File: config.mk
export PLATFORM = sky130hd
export DESIGN_NAME = spr2c_row_unit
export DESIGN_NICKNAME = d
export VERILOG_FILES = /design/src/rtl/spr2c_pkg.sv /design/src/rtl/spr2c_color_xform.sv /design/src/rtl/spr2c_row_plan.sv /design/src/rtl/spr2c_pix_shift.sv /design/src/rtl/spr2c_row_unit.sv
export SDC_FILE = /design/constraint.sdc
export NUM_CORES = 1
export LEC_CHECK = 0
export ABC_CLOCK_PERIOD_IN_PS = 3750
export BUFFER_PORTS_ARGS = -buffer_cell sky130_fd_sc_hd__buf_2
export CELL_PAD_IN_SITES_DETAIL_PLACEMENT = 1
export CELL_PAD_IN_SITES_GLOBAL_PLACEMENT = 1
export CORE_MARGIN = 1
export CORE_UTILIZATION = 43
export DETAILED_ROUTE_END_ITERATION = 10
export HOLD_SLACK_MARGIN = 0.15
export PLACE_DENSITY_LB_ADDON = 0.1
export RECOVER_POWER = 100
export REMOVE_ABC_BUFFERS = 1
export SLEW_MARGIN = 25
export SYNTH_ARGS = -nofsm -noshare
export SYNTH_HDL_FRONTEND = slang
export SYNTH_SLANG_ARGS = --single-unit
File: constraint.sdc
create_clock -name clk -period 3.75 [get_ports clk]
set_input_delay 0.375 -clock clk [delete_from_list [all_inputs] [get_ports clk]]
set_output_delay 0.375 -clock clk [all_outputs]
set_load 0.01 [all_outputs]
File: src/rtl/spr2c_pkg.sv
`timescale 1ns/1ps
package spr2c_pkg;
  localparam int COLOR_W = 4;

  typedef enum logic [1:0] {
    ST_IDLE = 2'd0,
    ST_LOAD = 2'd1,
    ST_EMIT = 2'd2
  } row_state_e;

  typedef struct packed {
    logic [COLOR_W-1:0] color;
    logic               link_x;
    logic               link_y;
    logic               two_color;
  } row_attr_t;
endpackage

File: src/rtl/spr2c_color_xform.sv
`timescale 1ns/1ps
module spr2c_color_xform
  import spr2c_pkg::*;
(
  input  logic [COLOR_W-1:0] main_color,
  input  logic               link_x,
  input  logic               link_y,
  output logic [COLOR_W-1:0] alt_color
);
  // Only the link bits steer the transform; bit 0 always passes through.
  always_comb begin
    unique case ({link_x, link_y})
      2'b00:   alt_color = main_color;
      2'b11:   alt_color = {~main_color[3:1], main_color[0]};
      default: alt_color = {main_color[2], main_color[1], main_color[3], main_color[0]};
    endcase
  end
endmodule

File: src/rtl/spr2c_row_plan.sv
`timescale 1ns/1ps
module spr2c_row_plan #(
  parameter int WORD_BITS = 8,
  parameter int ROW_PIX   = 16,
  parameter int WCNT_W    = 3,
  parameter int PCNT_W    = 4
) (
  input  logic              half,
  input  logic              two_color,
  input  logic              dbl_link,
  output logic [WCNT_W-1:0] words,
  output logic [PCNT_W-1:0] pix_per_word,
  output logic              link_ok
);
  localparam int PLAIN_FULL = ROW_PIX / WORD_BITS;
  localparam int PLAIN_HALF = ROW_PIX / (2 * WORD_BITS);
  localparam int DUO_FULL   = (2 * ROW_PIX) / WORD_BITS;
  localparam int DUO_HALF   = ROW_PIX / WORD_BITS;

  always_comb begin
    unique case ({two_color, half})
      2'b00: words = WCNT_W'(PLAIN_FULL);
      2'b01: words = WCNT_W'(PLAIN_HALF);
      2'b10: words = WCNT_W'(DUO_FULL);
      default: words = WCNT_W'(DUO_HALF);
    endcase
  end

  assign pix_per_word = two_color ? PCNT_W'(WORD_BITS / 2) : PCNT_W'(WORD_BITS);
  // Half width shortens the row only; two-color still blocks linking.
  assign link_ok = dbl_link & ~two_color;
endmodule

File: src/rtl/spr2c_pix_shift.sv
`timescale 1ns/1ps
module spr2c_pix_shift #(
  parameter int WORD_BITS = 8,
  parameter int PCNT_W    = 4
) (
  input  logic                 clk,
  input  logic                 rst_n,
  input  logic                 load,
  input  logic [WORD_BITS-1:0] load_word,
  input  logic [PCNT_W-1:0]    load_cnt,
  input  logic                 two_color,
  input  logic                 advance,
  output logic [1:0]           code,
  output logic                 last_in_word
);
  logic [WORD_BITS-1:0] sh_q;
  logic [PCNT_W-1:0]    left_q;

  always_ff @(posedge clk) begin
    if (!rst_n) begin
      sh_q   <= '0;
      left_q <= '0;
    end else if (load) begin
      sh_q   <= load_word;
      left_q <= load_cnt;
    end else if (advance) begin
      sh_q   <= two_color ? (sh_q >> 2) : (sh_q >> 1);
      left_q <= left_q - PCNT_W'(1);
    end
  end

  assign code         = two_color ? sh_q[1:0] : {1'b0, sh_q[0]};
  assign last_in_word = (left_q == PCNT_W'(1));
endmodule

File: src/rtl/spr2c_row_unit.sv
`timescale 1ns/1ps
module spr2c_row_unit
  import spr2c_pkg::*;
#(
  parameter  int WORD_BITS = 8,
  parameter  int ROW_PIX   = 16,
  localparam int MAXW      = (2 * ROW_PIX) / WORD_BITS,
  localparam int WCNT_W    = $clog2(MAXW + 1)
) (
  input  logic                 clk,
  input  logic                 rst_n,
  input  logic                 job_valid,
  output logic                 job_ready,
  input  logic [3:0]           job_color,
  input  logic                 job_link_x,
  input  logic                 job_link_y,
  input  logic                 job_half,
  input  logic                 job_two_color,
  input  logic                 job_dbl_link,
  input  logic                 pat_valid,
  output logic                 pat_ready,
  input  logic [WORD_BITS-1:0] pat_data,
  output logic [WCNT_W-1:0]    pat_words,
  output logic                 pix_valid,
  input  logic                 pix_ready,
  output logic                 pix_opaque,
  output logic [3:0]           pix_color,
  output logic                 pix_last,
  output logic                 dbl_link_ok
);
  localparam int PCNT_W = $clog2(WORD_BITS + 1);

  row_state_e        state_q;
  row_attr_t         att_q;
  logic [WCNT_W-1:0] words_left_q;
  logic [WCNT_W-1:0] words_q;
  logic [PCNT_W-1:0] ppw_q;
  logic              link_q;

  logic [WCNT_W-1:0] plan_words;
  logic [PCNT_W-1:0] plan_ppw;
  logic              plan_link;
  logic [1:0]        code;
  logic              last_in_word;
  logic [3:0]        alt_color;
  logic              job_fire, pat_fire, pix_fire, row_done;

  assign job_ready = (state_q == ST_IDLE);
  assign pat_ready = (state_q == ST_LOAD);
  assign pix_valid = (state_q == ST_EMIT);
  assign job_fire  = job_valid & job_ready;
  assign pat_fire  = pat_valid & pat_ready;
  assign pix_fire  = pix_valid & pix_ready;
  assign row_done  = pix_fire & last_in_word & (words_left_q == WCNT_W'(1));

  spr2c_row_plan #(
    .WORD_BITS(WORD_BITS), .ROW_PIX(ROW_PIX), .WCNT_W(WCNT_W), .PCNT_W(PCNT_W)
  ) plan_i (
    .half        (job_half),
    .two_color   (job_two_color),
    .dbl_link    (job_dbl_link),
    .words       (plan_words),
    .pix_per_word(plan_ppw),
    .link_ok     (plan_link)
  );

  spr2c_pix_shift #(
    .WORD_BITS(WORD_BITS), .PCNT_W(PCNT_W)
  ) shift_i (
    .clk         (clk),
    .rst_n       (rst_n),
    .load        (pat_fire),
    .load_word   (pat_data),
    .load_cnt    (ppw_q),
    .two_color   (att_q.two_color),
    .advance     (pix_fire),
    .code        (code),
    .last_in_word(last_in_word)
  );

  spr2c_color_xform xform_i (
    .main_color(att_q.color),
    .link_x    (att_q.link_x),
    .link_y    (att_q.link_y),
    .alt_color (alt_color)
  );

  always_ff @(posedge clk) begin
    if (!rst_n) begin
      state_q      <= ST_IDLE;
      att_q        <= '0;
      words_left_q <= '0;
      words_q      <= '0;
      ppw_q        <= '0;
      link_q       <= 1'b0;
    end else begin
      unique case (state_q)
        ST_IDLE: if (job_fire) begin
          att_q        <= '{color: job_color, link_x: job_link_x,
                            link_y: job_link_y, two_color: job_two_color};
          words_left_q <= plan_words;
          words_q      <= plan_words;
          ppw_q        <= plan_ppw;
          link_q       <= plan_link;
          state_q      <= ST_LOAD;
        end
        ST_LOAD: if (pat_fire) state_q <= ST_EMIT;
        ST_EMIT: if (pix_fire && last_in_word) begin
          words_left_q <= words_left_q - WCNT_W'(1);
          if (row_done) begin
            state_q <= ST_IDLE;
            words_q <= '0;
            link_q  <= 1'b0;
          end else begin
            state_q <= ST_LOAD;
          end
        end
        default: state_q <= ST_IDLE;
      endcase
    end
  end

  always_comb begin
    pix_opaque = pix_valid & (code != 2'b00);
    pix_color  = 4'h0;
    if (pix_opaque) pix_color = code[1] ? alt_color : att_q.color;
  end

  assign pix_last    = pix_valid & last_in_word & (words_left_q == WCNT_W'(1));
  assign pat_words   = words_q;
  assign dbl_link_ok = link_q;
endmodule

; Yosys cells after proc, flatten, opt, wreduce, memory -nomap -nowiden
; Index checks and enable logic that the tools add are counted.
; W data, S select, Z words.
[word_totals]
register_bits = 32
input_bits = 22
output_inout_bits = 13
wordCells = 71
[op_classes]
addsub = 2
n_eq_ne = 11
muxes = 26
bitwise_logic = 11
reduce_logical = 10
[op_table]
columns = op, count
row1 = $mux W4, 5
row2 = $pmux W3 S2, 3
row3 = $mux W8, 2
row4 = $mux W3, 4
row5 = $and A1 B1 Y1, 9
row6 = $mux W2, 4
row7 = $ne A2 B1 Y1 const B, 4
row8 = $pmux W4 S2, 1
row9 = $mux W7, 1
row10 = $eq A2 B2 Y1 const B, 3
row11 = $pmux W2 S3, 1
row12 = $reduce_and A3 Y1, 2
row13 = $reduce_bool A2 Y1, 3
row14 = $eq A2 B1 Y1 const B, 2
row15 = $eq A4 B1 Y1 const B, 1
row16 = $logic_not A2 Y1, 2
row17 = $mux W1, 4
row18 = $reduce_and A4 Y1, 1
row19 = $sub A4 B1 Y4 const B, 1
row20 = $eq A3 B1 Y1 const B, 1
row21 = $not A3 Y3, 1
row22 = $sub A3 B1 Y3 const B, 1
row23 = $pmux W1 S2, 1
row24 = $reduce_and A2 Y1, 1
row25 = other kinds (2), 2

; Longest topological paths before layout
[depth]
ltp_word = 7
mapped_depth = 5
depth_no_buf = 5

; By module
; A second synthesis with hierarchy kept.
[unflattened]
cells_unflattened = 229
hier_area_um2 = 1860.5
[by_module_without_submodules]
columns = module, n_inst, cells_per_inst, area_each_um2, seq_area_each_um2
row1 = spr2c_row_unit, 1, 134, 1031.0, 400.4
row2 = spr2c_pix_shift, 1, 72, 668.1, 240.2
row3 = spr2c_color_xform, 1, 14, 96.3, 0.0
row4 = spr2c_row_plan, 1, 9, 65.1, 0.0

; Least setup slack after synthesis
; No wires, ideal clock.
[synth_path]
path_type = register to output
from = register att_q[1] in the netlist's numbering
to = output pix_color[2]
t_arrival_ps = 1240
required_ps = 3375
slack_ps = 2135
stages_incl_launch_ff = 6
path_buffers = 0
cell_sequence = dfxtp_1 > inv_1 > ha_1 > nor3b_1 > a21oi_1 > o221a_2
[synth_between]
elab_chain_len = 4
elab_cells_between_ends = 5
classes_between = eq/ne (1) / mux (3) / reduce/logical (1)
[synth_rtl]
columns = element, line
row1 = from (decl), spr2c_row_unit.sv:34  ; row_attr_t att_q;
row2 = from (signal assigned), spr2c_row_unit.sv:99  ; att_q <= '{color: job_color, link_x: job_link_x,
row3 = $eq A2 B2 Y1 / $logic_not A2 Y1 (equally long branches), spr2c_color_xform.sv:12  ; unique case ({link_x, link_y})
row4 = $pmux W4 S2 *, spr2c_color_xform.sv:12
row5 = $mux W4 * (2 in a row), spr2c_row_unit.sv:126  ; if (pix_opaque) pix_color = code[1] ? alt_color : att_q.color;
row6 = to (decl), spr2c_row_unit.sv:27  ; output logic [3:0] pix_color,
; Every way passes the cells marked *; elsewhere a longest branch is shown, timed or not.

; Worst setup path after layout
[layout_path]
from = register state_q[0]
to = register words_left_q[1]
[layout_between]
elab_chain_len = 5
elab_cells_between_ends = 10
classes_between = eq/ne (3) / mux (1) / bitwise (2) / reduce/logical (4)
[layout_rtl]
columns = element, line
row1 = from (decl), spr2c_row_unit.sv:33  ; row_state_e state_q;
row2 = from (signal assigned), spr2c_row_unit.sv:90  ; state_q <= ST_IDLE;
row3 = from (signal assigned), spr2c_row_unit.sv:105  ; state_q <= ST_LOAD;
row4 = from (signal assigned), spr2c_row_unit.sv:107  ; ST_LOAD: if (pat_fire) state_q <= ST_EMIT;
row5 = $eq A2 B2 Y1, "spr2c_row_unit.sv:50, spr2c_row_unit.sv:97"
row6 = $and A1 B1 Y1, spr2c_row_unit.sv:53  ; assign pix_fire = pix_valid & pix_ready;
row7 = $logic_and A1 B1 Y1, spr2c_row_unit.sv:108  ; ST_EMIT: if (pix_fire && last_in_word) begin
row8 = $ne A2 B1 Y1 (no line), --
row9 = $reduce_and A3 Y1 (no line), --
row10 = to (signal assigned), spr2c_row_unit.sv:101  ; words_left_q <= plan_words;
row11 = to (signal assigned), spr2c_row_unit.sv:109  ; words_left_q <= words_left_q - WCNT_W'(1);
row12 = to (decl), spr2c_row_unit.sv:35  ; logic [WCNT_W-1:0] words_left_q;
; Several ways; a longest one is shown, not always the timed one.
; A chain may end at the register's enable or synchronous reset.

==> run metrics <==
status finished with violations; failing checks capacitance limit, slew limit; RSZ-0062 raised after global routing false; DIE WIDTH 64.4 um; total track usage 0.244; drt first pass iters 4; drt initial violations 29; Hold EP shift_i.sh_q[3]$_SDFFE_PN0P_; Worst-Skew Late Latency 280 ps; Final Skew 6.19 ps; CTS tree done; hpwl dp 3390 um; TritonCTS Buffers 5; Slew Viols, Final 18; layout cells sized above 1 0.186; Cell Area, Synth around 0.0017 mm^2; wire per inst roughly 16 um; met1 Use GR 0.273; num rows 22; dominant synthesized flop cell dfxtp_1; Setup TNS 0 ps; crit path cell chain nor3b_1 -> a21oi_1 -> o41ai_2; gp weighted congestion about 0.8; clock sinks 29; Worst Path Buf+Inv 0; vias in the first global route 1663; gr ovfl total 0; ANT nets after route 0; slew margin rel. -0.232; Max Fclk 387 MHz; Crit Path Category reg -> reg; multi-input logic area slightly below 0.001 mm^2; leak pwr ~0.72 nW; Syn-to-layout area delta 15.7%; Clock Pin Slew Worst Setup and Hold Paths roughly 70 ps; CTS root buf clkbuf_8; DIE AREA 0.00414 mm^2; Via Count between 1500 and 2000; NumNets Final 260; count of cell types in the netlist 42; Post-CTS Repair Setup Buffers 0; post-synthesis async set-or-reset flop share 0; Remaining DRCs 0; top cells by area, synth dfxtp_1 (35%), a21oi_1 (6.3%), ha_1 (6.0%); register area 581 um^2; CP Capture Type flop; cell family contributing the most delay on the critical path simple AND/OR/NAND/NOR gates; Reg2Reg Launch Point state_q[0]$_SDFFE_PN0P_; Worst R2R Setup Slack 1170 ps; pin count of the biggest net entering global routing 19; hold_buf cts 0; Hold Path Class in -> reg; PortBufs 34; Ys Warns 0; power per cell area 428 mW/mm^2; Synth area leader dfxtp_1; dpl ws 1910 ps; fillers slightly below 500; required time of the critical path 3930 ps; synthesized area per cell 8.40 um^2; startpoint class of the critical path flop; grt peak-use layer met2; global-route wire length before repair 7670 um; Seq cells post-synth 29; share of the yosys chip area belonging to registers 0.347; Reg2Reg Depth 3; Initial Util 0.453; Post-synth EDFFs 0; H-Tree Depth 2; Final Hold Vio Count 0; io pins 35; top-count cell post-synth dfxtp_1; final WL 4580 um; max-cap violations 1; Mapped Cells 199; Least-Margin Pin Slew 1840 ps; Tcrit/Tclk final 0.688; CP arrival roughly 2800 ps; post_cts resized 0; drt via density 5.62; r2r endpoint words_left_q[1]$_SDFFE_PN0P_; core footprint 0.00369 mm^2; GR met3 Demand/Resource 0.0446; # setup viols final 0; hold path startpoint pat_data[3]; height of the chip 64.4 um; setup ws final around 1200 ps; top post-synthesis cells by count dfxtp_1 (29), nand2_1 (26), a21oi_1 (21); initial antenna violation count 0; Final min period 2580 ps; Peak VDD IR 0.000269 V; Critical Path Start state_q[0]$_SDFFE_PN0P_; Yosys top cell area share 0.347; slowest stage cell, crit path nor3b_1; crit path max fanout 17; Hold Path Stages 3; met2 GRT Util 0.449; Worst path max stage delay roughly 1500 ps; Clock Path Buffers 2; ANT cells 0
## metrics by stage
| step | hold slack, ps | power, mW | util | cells | area [um^2] |
|---|---|---|---|---|---|
| floorplan | 432 | 0.448 | - | 189 | 1620 |
| CTS | 332 | 0.836 | 0.533 | 279 | 1970 |
| global placement | 453 | 0.489 | 0.502 | 271 | 1850 |
| detailed placement | 478 | 0.502 | 0.502 | 271 | 1850 |
| finish | 328 | 0.827 | 0.524 | 279 | 1930 |
| global route | 324 | 0.868 | 0.524 | 279 | 1930 |
## per-layer routing
metal  part of all wire  wire [um]  vias up
met3              0.032        147        8
li1                   -          -      779
met4              0.015         70        0
met5                  0          0        -
met1               0.43       1970      757
met2               0.52       2390       24
## sequential cells by signal (all words and copies together) (netlist names)
register,flops
ppw_q,2
shift_i.left_q,4
dbl_link_ok,1
words_left_q,3
att_q,6
state_q,2
pat_words,3
shift_i.sh_q,8
## area by class of cell
class | instances | area share
clock inverter | 1 | 0.0155
sequential | 29 | 0.300
tap | 48 | 0.0310
inverter | 13 | 0.0252
timing repair buffer | 34 | 0.0802
multi-input combinational | 147 | 0.503
clock buffer | 7 | 0.0446
## cells by family after synthesis
family                   after synthesis  share of synthesized area
AND/OR/NAND/NOR                       82                      0.276
AO/OA/AOI/OAI                         57                      0.257
flip-flops                            29                      0.347
buffers and inverters                 23                     0.0599
adder cells (fa/ha/maj)                8                     0.0599
## worst min-delay path, stage by stage
cell and delay [ps]:
buf_2 70, nand3_1 70, o31ai_2 60
## power by group
part           internal, mW  switching [mW]  leakage, nW
Clock                 0.216           0.120       0.0585
Sequential            0.330          0.0252        0.237
Combinational        0.0544          0.0810        0.425
## placed cells by master (no fill, tap or decap), types with 2 or more instances in the layout
| cell | n |
|---|---|
| nand2_1 | 26 |
| nor3b_1 | 4 |
| buf_2 | 22 |
| and3b_1 | 2 |
| a21oi_1 | 21 |
| a311oi_1 | 3 |
| nor2b_1 | 7 |
| nand3_1 | 9 |
| ha_1 | 8 |
| o31ai_2 | 6 |
| o211ai_1 | 2 |
| clkbuf_8 | 6 |
| a31oi_1 | 4 |
| o2111ai_1 | 2 |
| o221a_2 | 3 |
| nor2_1 | 14 |
| o21ai_0 | 3 |
| nand3b_1 | 4 |
| inv_1 | 12 |
| nand2b_1 | 4 |
| a211oi_1 | 6 |
| clkbuf_1 | 13 |
| o311ai_0 | 3 |
| dfxtp_1 | 29 |
## how the worst max path moves through the flow
stage	cells past startpoint	end
2_1_floorplan	3	pix_color[1]
3_3_place_gp	6	pix_color[2]
3_5_place_dp	4	pix_color[1]
4_1_cts	4	pix_color[1]
5_1_grt	3	pat_words[0]$_SDFFE_PN0P_
6_report	3	words_left_q[1]$_SDFFE_PN0P_
Note: power is estimated with default switching activity, not from simulation.
